File: src/rtl/dual_irq_gate_pkg.sv
package dual_irq_gate_pkg;
  // Default address map of the card window (byte offsets)
  localparam int DEF_CTRL_ADDR = 'h0000;
  localparam int DEF_CH_BASE   = 'h2000;
  localparam int DEF_CH_STRIDE = 'h1000;
  localparam int DEF_MASK_OFS  = 'h0200;
  localparam int DEF_STAT_OFS  = 'h0290;
  localparam int DEF_ID_BASE   = 'h2280;
  localparam int DEF_ID_STEP   = 4;
  localparam int DEF_CARD_ID   = 3;
endpackage

File: src/rtl/icg_addr_decode.sv
module icg_addr_decode #(
  parameter int ADDR_W    = 14,
  parameter int NUM_CH    = 2,
  parameter int ID_W      = 4,
  parameter int CTRL_ADDR = dual_irq_gate_pkg::DEF_CTRL_ADDR,
  parameter int CH_BASE   = dual_irq_gate_pkg::DEF_CH_BASE,
  parameter int CH_STRIDE = dual_irq_gate_pkg::DEF_CH_STRIDE,
  parameter int MASK_OFS  = dual_irq_gate_pkg::DEF_MASK_OFS,
  parameter int STAT_OFS  = dual_irq_gate_pkg::DEF_STAT_OFS,
  parameter int ID_BASE   = dual_irq_gate_pkg::DEF_ID_BASE,
  parameter int ID_STEP   = dual_irq_gate_pkg::DEF_ID_STEP
) (
  input  logic [ADDR_W-1:0] addr,
  output logic              ctrl_hit,
  output logic [NUM_CH-1:0] mask_hit,
  output logic [NUM_CH-1:0] stat_hit,
  output logic [ID_W-1:0]   id_hit,
  output logic              any_hit
);
  localparam logic [ADDR_W-1:0] CTRL_A = ADDR_W'(CTRL_ADDR);

  assign ctrl_hit = (addr == CTRL_A);

  for (genvar c = 0; c < NUM_CH; c++) begin : g_ch
    localparam logic [ADDR_W-1:0] MASK_A = ADDR_W'(CH_BASE + c * CH_STRIDE + MASK_OFS);
    localparam logic [ADDR_W-1:0] STAT_A = ADDR_W'(CH_BASE + c * CH_STRIDE + STAT_OFS);
    assign mask_hit[c] = (addr == MASK_A);
    assign stat_hit[c] = (addr == STAT_A);
  end

  for (genvar k = 0; k < ID_W; k++) begin : g_id
    localparam logic [ADDR_W-1:0] ID_A = ADDR_W'(ID_BASE + k * ID_STEP);
    assign id_hit[k] = (addr == ID_A);
  end

  assign any_hit = ctrl_hit | (|mask_hit) | (|stat_hit) | (|id_hit);
endmodule

File: src/rtl/icg_irq_gate.sv
module icg_irq_gate #(
  parameter int NUM_CH = 2
) (
  input  logic              clk,
  input  logic              rst_n,
  input  logic [NUM_CH-1:0] arm,
  input  logic [NUM_CH-1:0] disarm,
  input  logic [NUM_CH-1:0] drv_irq,
  output logic [NUM_CH-1:0] en_q,
  output logic              card_irq_q
);
  logic [NUM_CH-1:0] en_d;
  logic              any_arm;

  assign any_arm = |arm;

  // Arming is exclusive: the armed channel wins, every other channel drops
  for (genvar c = 0; c < NUM_CH; c++) begin : g_en
    always_comb begin
      if (any_arm)        en_d[c] = arm[c];
      else if (disarm[c]) en_d[c] = 1'b0;
      else                en_d[c] = en_q[c];
    end
  end

  always_ff @(posedge clk) begin
    if (!rst_n) begin
      en_q       <= '0;
      card_irq_q <= 1'b0;
    end else begin
      en_q       <= en_d;
      card_irq_q <= |(drv_irq & en_q);
    end
  end
endmodule

File: src/rtl/icg_ctrl_reg.sv
module icg_ctrl_reg #(
  parameter int DATA_W     = 8,
  parameter int REGION_BIT = 5,
  parameter int ROUTE_BIT  = 0
) (
  input  logic              clk,
  input  logic              rst_n,
  input  logic              we,
  input  logic [DATA_W-1:0] wdata,
  output logic [DATA_W-1:0] q,
  output logic              region_en,
  output logic              route_sel
);
  always_ff @(posedge clk) begin
    if (!rst_n)  q <= '0;
    else if (we) q <= wdata;
  end

  assign region_en = q[REGION_BIT];
  assign route_sel = q[ROUTE_BIT];
endmodule

File: src/rtl/icg_read_mux.sv
module icg_read_mux #(
  parameter int DATA_W  = 8,
  parameter int NUM_CH  = 2,
  parameter int ID_W    = 4,
  parameter int CARD_ID = dual_irq_gate_pkg::DEF_CARD_ID
) (
  input  logic              rd,
  input  logic              ctrl_hit,
  input  logic [NUM_CH-1:0] mask_hit,
  input  logic [NUM_CH-1:0] stat_hit,
  input  logic [ID_W-1:0]   id_hit,
  input  logic [DATA_W-1:0] ctrl_q,
  input  logic [NUM_CH-1:0] en_q,
  input  logic [NUM_CH-1:0] drv_irq,
  output logic [DATA_W-1:0] rdata
);
  localparam logic [ID_W-1:0] ID_BITS = ID_W'(CARD_ID);

  always_comb begin
    rdata = '0;
    if (rd) begin
      if (ctrl_hit) rdata = ctrl_q;
      for (int c = 0; c < NUM_CH; c++) begin
        if (mask_hit[c]) rdata = DATA_W'(en_q[c]);
        if (stat_hit[c]) rdata = DATA_W'(drv_irq[c]);
      end
      for (int k = 0; k < ID_W; k++) begin
        if (id_hit[k]) rdata = DATA_W'(ID_BITS[k]);
      end
    end
  end
endmodule

File: src/rtl/dual_irq_gate.sv
module dual_irq_gate #(
  parameter int ADDR_W  = 14,
  parameter int DATA_W  = 8,
  parameter int NUM_CH  = 2,
  parameter int ID_W    = 4,
  parameter int CARD_ID = dual_irq_gate_pkg::DEF_CARD_ID
) (
  input  logic              clk,
  input  logic              rst_n,
  input  logic [ADDR_W-1:0] bus_addr,
  input  logic              bus_wr,
  input  logic              bus_rd,
  input  logic [DATA_W-1:0] bus_wdata,
  output logic [DATA_W-1:0] bus_rdata,
  input  logic [NUM_CH-1:0] drv_irq,
  output logic              card_irq,
  output logic              ext_region_en,
  output logic              dma_chan_sel
);
  logic              ctrl_hit;
  logic [NUM_CH-1:0] mask_hit;
  logic [NUM_CH-1:0] stat_hit;
  logic [ID_W-1:0]   id_hit;
  logic              any_hit;
  logic [NUM_CH-1:0] arm;
  logic [NUM_CH-1:0] disarm;
  logic [NUM_CH-1:0] en_q;
  logic [DATA_W-1:0] ctrl_q;
  logic              rd_only;

  icg_addr_decode #(
    .ADDR_W(ADDR_W), .NUM_CH(NUM_CH), .ID_W(ID_W)
  ) dec_i (
    .addr(bus_addr), .ctrl_hit(ctrl_hit), .mask_hit(mask_hit),
    .stat_hit(stat_hit), .id_hit(id_hit), .any_hit(any_hit)
  );

  // A write wins over a read issued in the same cycle
  assign rd_only = bus_rd & ~bus_wr;
  assign arm     = mask_hit & {NUM_CH{bus_wr}};
  assign disarm  = mask_hit & {NUM_CH{rd_only}};

  icg_irq_gate #(.NUM_CH(NUM_CH)) gate_i (
    .clk(clk), .rst_n(rst_n), .arm(arm), .disarm(disarm),
    .drv_irq(drv_irq), .en_q(en_q), .card_irq_q(card_irq)
  );

  icg_ctrl_reg #(.DATA_W(DATA_W)) ctrl_i (
    .clk(clk), .rst_n(rst_n), .we(bus_wr & ctrl_hit), .wdata(bus_wdata),
    .q(ctrl_q), .region_en(ext_region_en), .route_sel(dma_chan_sel)
  );

  icg_read_mux #(
    .DATA_W(DATA_W), .NUM_CH(NUM_CH), .ID_W(ID_W), .CARD_ID(CARD_ID)
  ) mux_i (
    .rd(bus_rd), .ctrl_hit(ctrl_hit), .mask_hit(mask_hit), .stat_hit(stat_hit),
    .id_hit(id_hit), .ctrl_q(ctrl_q), .en_q(en_q), .drv_irq(drv_irq),
    .rdata(bus_rdata)
  );
endmodule

File: config.mk
export PLATFORM = sky130hd
export DESIGN_NAME = dual_irq_gate
export DESIGN_NICKNAME = d
export VERILOG_FILES = /design/src/rtl/dual_irq_gate_pkg.sv /design/src/rtl/icg_addr_decode.sv /design/src/rtl/icg_irq_gate.sv /design/src/rtl/icg_ctrl_reg.sv /design/src/rtl/icg_read_mux.sv /design/src/rtl/dual_irq_gate.sv
export SDC_FILE = /design/constraint.sdc
export NUM_CORES = 1
export LEC_CHECK = 0
export ABC_AREA = 0
export BUFFER_PORTS_ARGS = -buffer_cell sky130_fd_sc_hd__buf_4
export CORE_MARGIN = 8
export CORE_UTILIZATION = 49
export CTS_BUF_LIST = sky130_fd_sc_hd__clkbuf_8
export DETAILED_ROUTE_END_ITERATION = 10
export PLACE_DENSITY = 0.84
export RECOVER_POWER = 25
export SLEW_MARGIN = 5
export SYNTH_ARGS = -nofsm -noshare
export SYNTH_HDL_FRONTEND = slang
export SYNTH_SLANG_ARGS = --single-unit
File: constraint.sdc
create_clock -name clk -period 2.4 [get_ports clk]
set_clock_uncertainty 0.1 [all_clocks]
set_input_delay 0.36 -clock clk [delete_from_list [all_inputs] [get_ports clk]]
set_output_delay 0.36 -clock clk [all_outputs]
set_load 0.005 [all_outputs]
== After elaboration in Yosys (flattened, before gate mapping) ==
Cells that the tools add are included.
Cells by class
  eq/ne operators: 8
  muxes and demuxes: 14
  bitwise operators: 6
  reductions and logical operators: 5
Operators by type and width (number)
  $eq 14x14->1 const B: 8
  $mux 8: 10
  $logic_not 14->1: 1
  $and 2x2->2: 3
  $mux 1: 4
  $reduce_bool 2->1: 2
  $reduce_or 2->1: 2
  $and 1x1->1: 2
  $not 1->1: 1
Word-level totals
  bits in registers: 11
  bits of input ports: 28
  output and inout port bits: 11
  logic and storage cells: 37

== Longest topological paths before layout ==
Gate-level depths: netlist of the first run.
  depth after elaboration: 11
  gate-level depth with buffers: 4
  depth with buffers taken out: 4

== Cells and area by module ==
A second synthesis of the first run with hierarchy kept.
Second synthesis, totals
  cell total of the unflattened synthesis: 88
  area total of the unflattened synthesis: 800.8 µm²
Modules (own cells, without submodules)
  icg_ctrl_reg: instances 1, cells an instance 27, area each 316.6 µm², sequential area each 160.2 µm²
  icg_addr_decode: instances 1, cells an instance 28, area each 197.7 µm², sequential area each 0.0 µm²
  icg_read_mux: instances 1, cells an instance 19, area each 142.6 µm², sequential area each 0.0 µm²
  icg_irq_gate: instances 1, cells an instance 9, area each 103.8 µm², sequential area each 60.1 µm²
  dual_irq_gate: instances 1, cells an instance 5, area each 40.0 µm², sequential area each 0.0 µm²

== Least setup slack after synthesis of the first run ==
Ideal clock, no wire load.
  path type: input -> output
  start: input port bus_addr[3]
  end: output port bus_rdata[0]
  arrival: 1.351 ns
  data required time: 1.940 ns
  path slack: 0.589 ns
  stages on the path: 4
  buffers on the path: 0
  cells stage by stage: nor4_1 -> nand2_1 -> o31ai_1 -> o221a_1
On the way
  word-level cells in the longest chain between the ends: 11
  elaborated cells between the ends (all ways): 19
  classes of those cells: eq/ne (8); mux (10); reduce/logical (1)
Ends and longest elaborated chain
  from (decl): RTL line dual_irq_gate.sv:10  | input logic [ADDR_W-1:0] bus_addr,
  $logic_not 14->1: RTL line icg_addr_decode.sv:22  | assign ctrl_hit = (addr == CTRL_A);
  $mux 8: RTL line icg_read_mux.sv:22  | if (ctrl_hit) rdata = ctrl_q;
  $mux 8: RTL line icg_read_mux.sv:24  | if (mask_hit[c]) rdata = DATA_W'(en_q[c]);
  $mux 8: RTL line icg_read_mux.sv:25  | if (stat_hit[c]) rdata = DATA_W'(drv_irq[c]);
  $mux 8: RTL line icg_read_mux.sv:24
  $mux 8: RTL line icg_read_mux.sv:25
  $mux 8 (3 in series): RTL line icg_read_mux.sv:28  | if (id_hit[k]) rdata = DATA_W'(ID_BITS[k]);
  $mux 8 (*): RTL line icg_read_mux.sv:28
  $mux 8 (*): RTL line icg_read_mux.sv:21  | if (rd) begin
  to (decl): RTL line dual_irq_gate.sv:14  | output logic [DATA_W-1:0] bus_rdata,
Mark *: on every way between the ends. The rest lies on a longest branch, timed or not.

== Worst setup path in the final report of the first run ==
  start: input port bus_addr[4]
  end: output port bus_rdata[4]
Same word-level chain as after synthesis.

==> load_flow_metrics.sql, run 1 <==
INSERT INTO impl_metrics (metric_group, metric, value, unit) VALUES
('global_route', 'grt_start_max_net_pins', '13', ''),
('cts', 'post_cts.repair.setup_buffers', '0', ''),
('logic_synthesis', 'synth_cells', '79', ''),
('logic_synthesis', 'synthesized_area_fraction_occupied_by_xor_and_xnor_cells', '0', '%'),
('die', 'num_rows', '14', ''),
('cells_and_area', 'fill_cells', '126', ''),
('worst_setup_path', 'critical_path.top_delay_family', 'simple AND/OR/NAND/NOR gates', ''),
('die', 'area_enclosed_by_the_die_boundary', '2950', 'um2'),
('cts', 'cts_tree', 'yes', ''),
('die', 'top_level_ports', '39', ''),
('cells_and_area', 'net_count_final', '149', ''),
('timing', 'total_of_endpoints_with_negative_setup_slack_in_the_final_report', '0', ''),
('hold_path', 'hold_path_class', 'primary input to flip-flop', ''),
('global_route', 'grt_pass1_vias', '779', ''),
('detailed_routing', 'post-route-drc-count', '0', ''),
('logic_synthesis', 'synth-warning-count', '0', ''),
('worst_setup_path', 'critical_path.startpoint_type', 'primary input', ''),
('cells_and_area', 'share_of_layout_cells_above_drive_strength_1', '40.0', '%'),
('timing', 'upper_clock_frequency_limit', '454', 'MHz'),
('timing', 'tightest_slew', '0.438', 'ns'),
('timing', 'minimum_clock_period_after_layout', '2.20', 'ns'),
('pwr', 'max-vdd-ir-drop', '0.421', 'mV'),
('die', 'coreArea', '1440', 'um2'),
('outcome', 'run_status', 'completed', ''),
('cts', 'cts_hold_buffers', '0', ''),
('pwr', 'leakage', '0.505', 'nW'),
('logic_synthesis', 'main_combinational_cell_family_by_area_after_synthesis', 'simple AND/OR/NAND/NOR gates', ''),
('timing', 'fin_setup_tns', '0', 'ns'),
('global_route', 'grt_antenna_before_repair', '0', ''),
('worst_setup_path', 'crit_path_cell_trace', 'buf_4, nor4_1, nand2_1, nor3_2, and2_1, buf_4', ''),
('logic_synthesis', 'muxShareOfSynthArea', '11.1', '%'),
('cells_and_area', 'area_delta_synth_final', '46.2', '%'),
('timing', 'slew_violations', '0', ''),
('cts', 'ctsRootBufferMaster', 'sky130_fd_sc_hd__clkbuf_8', ''),
('logic_synthesis', 'synth_area_per_cell', '9.09', 'um2'),
('worst_setup_path', 'critPathRequiredTime', '1.94', 'ns'),
('logic_synthesis', 'seq_area_frac_synth', '30.7', '%'),
('logic_synthesis', 'syn-num-nets', '107', ''),
('worst_setup_path', 'cp_slowest_stage_delay', '0.42', 'ns'),
('global_route', 'global_route_wire_length_before_repair', '3350', 'um'),
('timing', 'worst_slew_margin_rel', '70.4', '%'),
('logic_synthesis', 'adder_and_majority_cell_fraction_of_the_synthesized_area', '0', '%'),
('detailed_routing', 'post_drt_via_cell_ratio', '5.66', ''),
('timing', 'grt_setup_unrepaired', 'false', ''),
('logic_synthesis', 'mappedNetlistArea', '718', 'um2'),
('pwr', 'pwr_density_cell', '403', 'nW/um2'),
('cts', 'worst_skew_pair.late_latency', '0.24', 'ns'),
('timing', 'timing.final.crit_share', '91.7', '%'),
('logic_synthesis', 'synthSimpleGateAreaFrac', '45.6', '%'),
('worst_setup_path', 'worst_path_max_delay_cell', 'sky130_fd_sc_hd__nor4_1', ''),
('placement', 'port_buffers', '38', ''),
('cells_and_area', 'final_common_cell', 'sky130_fd_sc_hd__buf_4', ''),
('worst_setup_path', 'timing.critical_path.arrival', '1.74', 'ns'),
('placement', 'dp_hpwl', '1690', 'um'),
('cts', 'numCtsBuffers', '3', ''),
('cells_and_area', 'final_area', '1050', 'um2'),
('cells_and_area', 'most-common-layout-cells', '35 x sky130_fd_sc_hd__buf_4, 11 x sky130_fd_sc_hd__dfxtp_1, 9 x sky130_fd_sc_hd__nor2b_1', ''),
('worst_setup_path', 'crit_top_cell', 'sky130_fd_sc_hd__buf_4', ''),
('cts', 'cts.path.max_buffers', '2', ''),
('pwr', 'power.switching', '0.0000900', 'W'),
('cts', 'h_tree_levels', '1', ''),
('pwr', 'seq_power_share', '43.4', '%'),
('detailed_routing', 'via_count', '770', ''),
('worst_setup_path', 'critical_path.n_buffers_inverters', '2', ''),
('worst_setup_path', 'worstSetupEndpointType', 'output port', ''),
('detailed_routing', 'wirelength', '2020', 'um'),
('pwr', 'power_report.internal_total', '0.000333', 'W'),
('timing', 'final-hold-violation-count', '0', ''),
('detailed_routing', 'drtAntennaViolNets', '0', ''),
('logic_synthesis', 'fraction_of_the_mapped_netlist_area_in_compound_gates', '11.0', '%'),
('detailed_routing', 'drtIter0Drc', '12', '');
-- path summary, 6_finish.rpt --
check / startpoint / slack, ns / end / cells past startpoint
worst min-delay path: bus_addr[12] / 0.28 / gate_i.en_q[1] / 2
worst min register to register: ctrl_i.q[2] / 0.41 / ctrl_i.q[2] / 2
worst max-delay path: bus_addr[4] / 0.20 / bus_rdata[4] / 6
worst max register to register: gate_i.en_q[0] / 1.40 / gate_i.en_q[0] / 3
-- Yosys cell counts, drive strengths merged --
master   number  area (um2)
dfxtp        11         220
and3b         1        8.76
a21oi         2        10.0
a311oi        1        8.76
nor2          2        7.51
clkbuf        1        3.75
mux2i         8        80.1
and2          9        57.6
or3           1        11.3
nor3b         1        7.51
and3          4        25.0
nor4b         2        17.5
inv           2        7.51
o221a         1        11.3
or4           2        22.5
nand4         3        25.0
nor2b         9        56.3
nand2         4        15.0
nand3         2        10.0
nor4          3        33.8
a22oi         2        15.0
o31a          1        8.76
o2111ai       1        8.76
o31ai         1        7.51
nor3          4        30.0
a31o          1        8.76
-- metrics by stage --
| step | hold WS (ns) | setup WS (ns) | cells | power (W) |
|---|---|---|---|---|
| 3_3_place_gp | 0.396 | 0.242 | 132 | 0.000249 |
| 2_1_floorplan | 0.377 | 0.589 | 79 | 0.000204 |
| 5_1_grt | 0.273 | 0.00998 | 136 | 0.000443 |
| 4_1_cts | 0.271 | 0.201 | 136 | 0.000430 |
| 6_report | 0.277 | 0.199 | 136 | 0.000423 |
| 3_5_place_dp | 0.408 | 0.197 | 132 | 0.000250 |
-- logic make-up after synthesis --
group	Yosys count
AO/OA/AOI/OAI	10
flip-flops	11
AND/OR/NAND/NOR	47
buffers and inverters	3
multiplexers	8
-- power by group through the flow --
stage / logic, W / registers, W / clock network, W
4_1_cts: 0.0000638 / 0.000183 / 0.000183
2_1_floorplan: 0.0000178 / 0.000187 / 0
3_5_place_dp: 0.0000636 / 0.000187 / 0
6_report: 0.0000629 / 0.000183 / 0.000176
5_1_grt: 0.0000682 / 0.000183 / 0.000192
3_3_place_gp: 0.0000620 / 0.000187 / 0
-- flip-flops by register name (all words and copies together) (netlist names) --
| name | cells |
|---|---|
| ctrl_i.q | 8 |
| gate_i.en_q | 2 |
| gate_i.card_irq_q | 1 |
-- layer usage --
metal | part of all wire, % | global-route usage (%) | vias up
li1 | - | - | 381
met1 | 39 | 16.7 | 363
met2 | 53 | 26.9 | 22
met3 | 6.7 | 4.35 | 4
met4 | 1.0 | 3.69 | 0
met5 | 0 | 0 | -
-- area by class of cell --
class / count / area, um2 / share of cell area, %
Clock buffer: 3 / 41.3 / 3.93
Clock inverter: 1 / 3.75 / 0.358
Inverter: 2 / 7.51 / 0.715
Multi-Input combinational cell: 65 / 472 / 44.9
Sequential cell: 11 / 220 / 21.0
Tap cell: 16 / 20.0 / 1.91
Timing Repair Buffer: 38 / 285 / 27.2
No activity file was read; power rests on OpenSTA's default activity.
==> run 2: changes to the inputs <==
--- a/config.mk
+++ b/config.mk
@@ -5,10 +5,10 @@
 export SDC_FILE = /design/constraint.sdc
 export NUM_CORES = 1
 export LEC_CHECK = 0
-export ABC_AREA = 0
+export ABC_AREA = 1
 export BUFFER_PORTS_ARGS = -buffer_cell sky130_fd_sc_hd__buf_4
 export CORE_MARGIN = 8
-export CORE_UTILIZATION = 49
+export CORE_UTILIZATION = 52
 export CTS_BUF_LIST = sky130_fd_sc_hd__clkbuf_8
 export DETAILED_ROUTE_END_ITERATION = 10
 export PLACE_DENSITY = 0.84
==> load_flow_metrics.sql, run 2 <==
INSERT INTO impl_metrics (metric_group, metric, value, unit) VALUES
('cells_and_area', 'max_flop_register', 'ctrl_i.q', ''),
('cts', 'h_tree_levels', '1', ''),
('timing', 'minimum_clock_period_after_layout', '2.12', 'ns'),
('detailed_routing', 'wirelength', '2300', 'um'),
('cts', 'post_cts.repair.setup_buffers', '0', ''),
('logic_synthesis', 'synth_top_cell_by_area', 'sky130_fd_sc_hd__dfxtp_1', ''),
('logic_synthesis', 'synthMostInstantiatedCell', 'sky130_fd_sc_hd__nand2_1', ''),
('logic_synthesis', 'synth_area_per_cell', '6.68', 'um2'),
('timing', 'final-hold-violation-count', '0', ''),
('cells_and_area', 'most-common-layout-cells', '34 x sky130_fd_sc_hd__buf_4, 29 x sky130_fd_sc_hd__nand2_1, 21 x sky130_fd_sc_hd__inv_1', ''),
('worst_setup_path', 'critical_path.startpoint_type', 'primary input', ''),
('cells_and_area', 'multi_input_area', '551', 'um2'),
('die', 'area_enclosed_by_the_die_boundary', '3250', 'um2'),
('cells_and_area', 'fill_cells', '138', ''),
('timing', 'fin_setup_tns', '0', 'ns'),
('global_route', 'grt-ovfl-total', '0', ''),
('detailed_routing', 'post_drt_via_cell_ratio', '5.09', ''),
('timing', 'upper_clock_frequency_limit', '472', 'MHz'),
('worst_setup_path', 'worstSetupEndpointType', 'output port', ''),
('logic_synthesis', 'synth-warning-count', '0', ''),
('global_route', 'grt_antenna_before_repair', '0', ''),
('detailed_routing', 'post-route-drc-count', '0', ''),
('die', 'start_util', '53.0', '%'),
('global_route', 'global_route_wire_length_before_repair', '4060', 'um'),
('cells_and_area', 'area_delta_synth_final', '36.9', '%'),
('logic_synthesis', 'synth_cells', '131', ''),
('die', 'dieHeight', '57.0', 'um'),
('cts', 'worst_skew_pair.late_latency', '0.23', 'ns'),
('logic_synthesis', 'ys_seq_elements', '11', ''),
('timing', 'slew_violations', '0', ''),
('detailed_routing', 'first_pass_iteration_count_of_the_detailed_router', '5', ''),
('die', 'die-width', '57.0', 'um'),
('cts', 'numCtsBuffers', '3', ''),
('cts', 'cts_hold_buffers', '0', ''),
('detailed_routing', 'via_count', '952', ''),
('logic_synthesis', 'mappedNetlistArea', '875', 'um2'),
('die', 'coreArea', '1650', 'um2'),
('die', 'top_level_ports', '39', ''),
('detailed_routing', 'drtIter0Drc', '12', ''),
('timing', 'grt_setup_unrepaired', 'false', ''),
('timing', 'tightest_slew', '0.338', 'ns'),
('outcome', 'run_status', 'completed', ''),
('pwr', 'pwr_density_cell', '358', 'nW/um2'),
('global_route', 'grt_pass1_vias', '982', ''),
('job', 'max_cap_viol_count', '0', ''),
('detailed_routing', 'drtAntennaViolNets', '0', ''),
('cts', 'clock-sinks', '11', ''),
('logic_synthesis', 'synthArstFlopShare', '0', '%'),
('pwr', 'leakage', '0.508', 'nW'),
('logic_synthesis', 'synth_enable_flop_cells', '0', ''),
('worst_setup_path', 'setup.worst_path.class', 'primary input to output port', ''),
('placement', 'dp_hpwl', '1900', 'um'),
('cells_and_area', 'insertedDiodeCount', '0', ''),
('timing', 'total_of_endpoints_with_negative_setup_slack_in_the_final_report', '0', ''),
('cells_and_area', 'flip_flop_count_of_the_largest_register_all_copies_and_words_added', '8', ''),
('cts', 'clock_transition_at_the_registers_of_the_reported_paths', '0.05', 'ns'),
('logic_synthesis', 'synth.top_cells.by_area', 'sky130_fd_sc_hd__dfxtp_1 25%, sky130_fd_sc_hd__nand2_1 12%, sky130_fd_sc_hd__nand3_2 10%', ''),
('worst_setup_path', 'critPathRequiredTime', '1.94', 'ns'),
('worst_setup_path', 'timing.critical_path.arrival', '1.66', 'ns'),
('pwr', 'post-layout-total-power', '0.000428', 'W'),
('placement', 'gp_congestion', '0.823', ''),
('placement', 'port_buffers', '38', ''),
('timing', 'timing.final.crit_share', '88.2', '%'),
('cells_and_area', 'layout.area.seq', '220', 'um2'),
('pwr', 'max-vdd-ir-drop', '0.361', 'mV'),
('cells_and_area', 'share_of_layout_cells_above_drive_strength_1', '38.2', '%'),
('logic_synthesis', 'seq_area_frac_synth', '25.2', '%'),
('cts', 'cts-resized-gates', '0', ''),
('logic_synthesis', 'synth.top_cells.by_count', '29 x sky130_fd_sc_hd__nand2_1, 20 x sky130_fd_sc_hd__inv_1, 17 x sky130_fd_sc_hd__nor2_1', ''),
('global_route', 'grt_start_max_net_pins', '12', ''),
('logic_synthesis', 'synthFlopType', 'sky130_fd_sc_hd__dfxtp_1', ''),
('cts', 'ctsRootBufferMaster', 'sky130_fd_sc_hd__clkbuf_8', ''),
('hold_path', 'hold_path_class', 'primary input to flip-flop', ''),
('logic_synthesis', 'synth_top_cell_area_share', '25.2', '%'),
('cells_and_area', 'final_common_cell', 'sky130_fd_sc_hd__buf_4', ''),
('cells_and_area', 'reg_top3', 'ctrl_i.q (8), gate_i.en_q (2), gate_i.card_irq_q (1)', ''),
('logic_synthesis', 'yosys.cell_types.count', '20', ''),
('cells_and_area', 'net_count_final', '199', ''),
('detailed_routing', 'wl_per_cell', '12.3', 'um'),
('cts', 'cts_tree', 'yes', ''),
('logic_synthesis', 'syn-num-nets', '159', ''),
('cts', 'cts.path.max_buffers', '2', ''),
('global_route', 'grt_use_total', '14.8', '%'),
('timing', 'worst_slew_margin_rel', '77.4', '%'),
('worst_setup_path', 'top_fanout_value_on_the_critical_path', '10', ''),
('die', 'num_rows', '15', '');
run 2: worst paths after layout:
check | startpoint | endpoint | slack (ns) | cells past startpoint
setup / recovery | bus_addr[12] | bus_rdata[1] | 0.28 | 7
hold / removal | bus_wdata[6] | ctrl_i.q[6] | 0.30 | 3
setup reg to reg | gate_i.en_q[1] | gate_i.en_q[1] | 1.66 | 2
hold reg to reg | ctrl_i.q[3] | ctrl_i.q[3] | 0.36 | 2
run 2: area by class of cell:
type	instances	share of cell area, %
Clock buffer	3	3.45
Clock inverter	1	0.313
Inverter	20	6.27
Multi-Input combinational cell	97	46.0
Sequential cell	11	18.4
Tap cell	17	1.78
Timing Repair Buffer	38	23.8
run 2: cell families (layout without fill, tap and decap cells):
family	Yosys count	after routing	synth area share [%]
buffers and inverters	23	62	11.9
AND/OR/NAND/NOR	86	86	56.7
AO/OA/AOI/OAI	11	11	6.29
flip-flops	11	11	25.2
run 2: per-stage QoR:
step / cell area [um2] / hold slack, ns / std cells / setup WS, ns / utilization [%]
4_1_cts: 1200 / 0.296 / 187 / 0.264 / 72.5
2_1_floorplan: 875 / 0.339 / 131 / 0.649 / -
3_5_place_dp: 1150 / 0.352 / 183 / 0.274 / 69.8
3_3_place_gp: 1150 / 0.349 / 183 / 0.322 / 69.8
5_1_grt: 1200 / 0.297 / 187 / 0.163 / 72.5
6_report: 1200 / 0.297 / 187 / 0.283 / 72.5
run 2: power breakdown:
part	total, W	internal (W)	switching [W]
registers	0.000183	0.000183	0.00000000387
clock network	0.000179	0.000112	0.0000665
logic	0.0000669	0.0000347	0.0000322
run 2: critical path: stages:
cell and delay (ns):
sky130_fd_sc_hd__buf_4 0.11, sky130_fd_sc_hd__or2_2 0.28, sky130_fd_sc_hd__nor2_1 0.17, sky130_fd_sc_hd__and2_4 0.31
sky130_fd_sc_hd__nand2_8 0.10, sky130_fd_sc_hd__nor3_2 0.18, sky130_fd_sc_hd__buf_4 0.14
run 2: layer usage:
| metal | global-route usage, % | up-vias | wire length [um] |
|---|---|---|---|
| li1 | - | 493 | - |
| met1 | 14.8 | 428 | 903 |
| met2 | 27.3 | 29 | 1220 |
| met3 | 4.66 | 2 | 157 |
| met4 | 5.70 | 0 | 18 |
| met5 | 0 | - | 0 |
==> run 3: changes to the inputs <==
--- a/config.mk
+++ b/config.mk
@@ -6,7 +6,7 @@
 export NUM_CORES = 1
 export LEC_CHECK = 0
 export ABC_AREA = 1
-export BUFFER_PORTS_ARGS = -buffer_cell sky130_fd_sc_hd__buf_4
+export BUFFER_PORTS_ARGS = -buffer_cell sky130_fd_sc_hd__clkbuf_2
 export CORE_MARGIN = 8
 export CORE_UTILIZATION = 52
 export CTS_BUF_LIST = sky130_fd_sc_hd__clkbuf_8
==> load_flow_metrics.sql, run 3 (same netlist as run 2, synthesis figures left out) <==
INSERT INTO impl_metrics (metric_group, metric, value, unit) VALUES
('outcome', 'run_status', 'completed', ''),
('worst_setup_path', 'crit_path_cell_trace', 'clkbuf_2, or2_2, nor2_1, and2_4, nand2_8, nor3_2, clkbuf_2', ''),
('global_route', 'grt_antenna_before_repair', '0', ''),
('timing', 'minimum_clock_period_after_layout', '2.11', 'ns'),
('timing', 'upper_clock_frequency_limit', '474', 'MHz'),
('hold_path', 'hold_critical_path_depth', '3', ''),
('placement', 'placed_cells', '183', ''),
('cts', 'h_tree_levels', '1', ''),
('worst_setup_path', 'critPathRequiredTime', '1.94', 'ns'),
('die', 'num_rows', '15', ''),
('cells_and_area', 'fin_cells', '187', ''),
('detailed_routing', 'post-route-drc-count', '0', ''),
('placement', 'dp_hpwl', '1900', 'um'),
('detailed_routing', 'post_drt_via_cell_ratio', '5.09', ''),
('detailed_routing', 'wirelength', '2290', 'um'),
('hold_path', 'holdCritStartpoint', 'bus_wdata[6]', ''),
('pwr', 'max-vdd-ir-drop', '0.489', 'mV'),
('cells_and_area', 'final_common_cell', 'sky130_fd_sc_hd__clkbuf_2', ''),
('worst_setup_path', 'crit-reg2reg-launch', 'gate_i.en_q[1]', ''),
('die', 'area_enclosed_by_the_die_boundary', '3250', 'um2'),
('timing', 'timing.final.crit_share', '87.9', '%'),
('worst_setup_path', 'setup.worst_path.class', 'primary input to output port', ''),
('die', 'coreArea', '1650', 'um2'),
('cts', 'clock_transition_at_the_registers_of_the_reported_paths', '0.05', 'ns'),
('cts', 'cts_hold_buffers', '0', ''),
('cts', 'cts_tree', 'yes', ''),
('worst_setup_path', 'r2r-end', 'gate_i.en_q[1]', ''),
('cells_and_area', 'flip_flop_count_of_the_largest_register_all_copies_and_words_added', '8', ''),
('cells_and_area', 'layout.core_utilization', '66.7', '%'),
('worst_setup_path', 'worst-r2r-cell-count', '2', ''),
('cts', 'worst_skew_pair.late_latency', '0.22', 'ns'),
('global_route', 'grt-ovfl-total', '0', ''),
('die', 'top_level_ports', '39', ''),
('worst_setup_path', 'cp_slowest_stage_delay', '0.30', 'ns'),
('placement', 'port_buffers', '38', ''),
('timing', 'grt_setup_unrepaired', 'false', ''),
('pwr', 'post-layout-total-power', '0.000414', 'W'),
('worst_setup_path', 'reg2reg_slack', '1.65', 'ns'),
('detailed_routing', 'first_pass_iteration_count_of_the_detailed_router', '4', ''),
('detailed_routing', 'via_count', '951', ''),
('worst_setup_path', 'crit_top_cell', 'sky130_fd_sc_hd__clkbuf_2', ''),
('global_route', 'grt_start_max_net_pins', '12', ''),
('worst_setup_path', 'timing.critical_path.arrival', '1.65', 'ns'),
('cells_and_area', 'share_of_layout_cells_above_drive_strength_1', '37.6', '%'),
('worst_setup_path', 'top_fanout_value_on_the_critical_path', '10', ''),
('cts', 'clock-sinks', '11', ''),
('worst_setup_path', 'critical_path.startpoint_type', 'primary input', ''),
('worst_setup_path', 'critical_path.top_delay_family', 'simple AND/OR/NAND/NOR gates', ''),
('global_route', 'grt_pass1_vias', '1010', ''),
('timing', 'total_of_endpoints_with_negative_setup_slack_in_the_final_report', '0', ''),
('pwr', 'leakage', '0.480', 'nW'),
('job', 'max_cap_viol_count', '0', ''),
('die', 'dieHeight', '57.0', 'um'),
('cells_and_area', 'area_delta_synth_final', '25.9', '%'),
('cells_and_area', 'max_flop_register', 'ctrl_i.q', ''),
('hold_path', 'hold_end', 'ctrl_i.q[6]', ''),
('hold_path', 'hold_path_class', 'primary input to flip-flop', ''),
('cts', 'ctsRootBufferMaster', 'sky130_fd_sc_hd__clkbuf_8', ''),
('timing', 'fin_setup_tns', '0', 'ns'),
('cells_and_area', 'net_count_final', '199', ''),
('cells_and_area', 'insertedDiodeCount', '0', ''),
('worst_setup_path', 'worst_path_max_delay_cell', 'sky130_fd_sc_hd__and2_4', ''),
('worst_setup_path', 'critical_path.n_buffers_inverters', '2', ''),
('cts', 'cts.path.max_buffers', '2', ''),
('cts', 'numCtsBuffers', '3', ''),
('cts', 'cts-resized-gates', '0', ''),
('timing', 'final-hold-violation-count', '0', ''),
('timing', 'worst_slew_margin_rel', '76.3', '%'),
('cts', 'post_cts.repair.setup_buffers', '0', ''),
('cells_and_area', 'most-common-layout-cells', '37 x sky130_fd_sc_hd__clkbuf_2, 29 x sky130_fd_sc_hd__nand2_1, 21 x sky130_fd_sc_hd__inv_1', ''),
('placement', 'gp_congestion', '0.826', ''),
('global_route', 'grt_use_total', '14.6', '%'),
('worst_setup_path', 'worstSetupEndpointType', 'output port', ''),
('timing', 'tightest_slew', '0.356', 'ns'),
('timing', 'slew_violations', '0', ''),
('detailed_routing', 'drtAntennaViolNets', '0', ''),
('detailed_routing', 'wl_per_cell', '12.2', 'um'),
('pwr', 'pwr_density_cell', '376', 'nW/um2'),
('global_route', 'global_route_wire_length_before_repair', '4090', 'um'),
('detailed_routing', 'drtIter0Drc', '18', ''),
('die', 'start_util', '53.0', '%'),
('die', 'die-width', '57.0', 'um'),
('cells_and_area', 'reg_top3', 'ctrl_i.q (8), gate_i.en_q (2), gate_i.card_irq_q (1)', '');
-- run 3: tightest hold or removal path, cell delays in order --
cell,delay [ns]
sky130_fd_sc_hd__clkbuf_2,0.09
sky130_fd_sc_hd__nand3_2,0.06
sky130_fd_sc_hd__a21oi_1,0.05
-- run 3: routing by layer --
| metal | vias up | global-route usage (%) | wire length (um) |
|---|---|---|---|
| li1 | 498 | - | - |
| met1 | 427 | 16.1 | 973 |
| met2 | 24 | 25.9 | 1160 |
| met3 | 2 | 4.21 | 132 |
| met4 | 0 | 4.70 | 16 |
| met5 | - | 0 | 0 |
-- run 3: worst max path at each step --
| stage | start | endpoint | slack [ns] | cells past startpoint |
|---|---|---|---|---|
| floorplan | bus_addr[12] | bus_rdata[1] | 0.65 | 6 |
| global placement | bus_addr[12] | bus_rdata[4] | 0.35 | 7 |
| detailed placement | bus_addr[12] | bus_rdata[7] | 0.28 | 7 |
| CTS | bus_addr[12] | bus_rdata[7] | 0.28 | 7 |
| global route | bus_addr[5] | bus_rdata[7] | 0.17 | 8 |
| finish | bus_addr[12] | bus_rdata[7] | 0.29 | 7 |
-- run 3: metrics by stage --
step	area (um2)	setup WS [ns]	hold WS [ns]
2_1_floorplan	875	0.649	0.339
3_3_place_gp	1060	0.346	0.350
3_5_place_dp	1060	0.281	0.356
4_1_cts	1100	0.276	0.275
5_1_grt	1100	0.171	0.286
6_report	1100	0.290	0.276
-- run 3: final cells by class --
class,instances,area (um2)
Multi-Input combinational cell,97,551
Fill cell,158,551
Sequential cell,11,220
Timing Repair Buffer,38,189
Inverter,20,75.1
Clock buffer,3,41.3
Tap cell,17,21.3
Clock inverter,1,3.75
-- run 3: power breakdown --
group / total (W) / switching, W / internal [W]
sequential: 0.000183 / 0.00000000403 / 0.000183
clock: 0.000175 / 0.0000637 / 0.000112
combinational: 0.0000552 / 0.0000328 / 0.0000224
total: 0.000414 / 0.0000965 / 0.000317
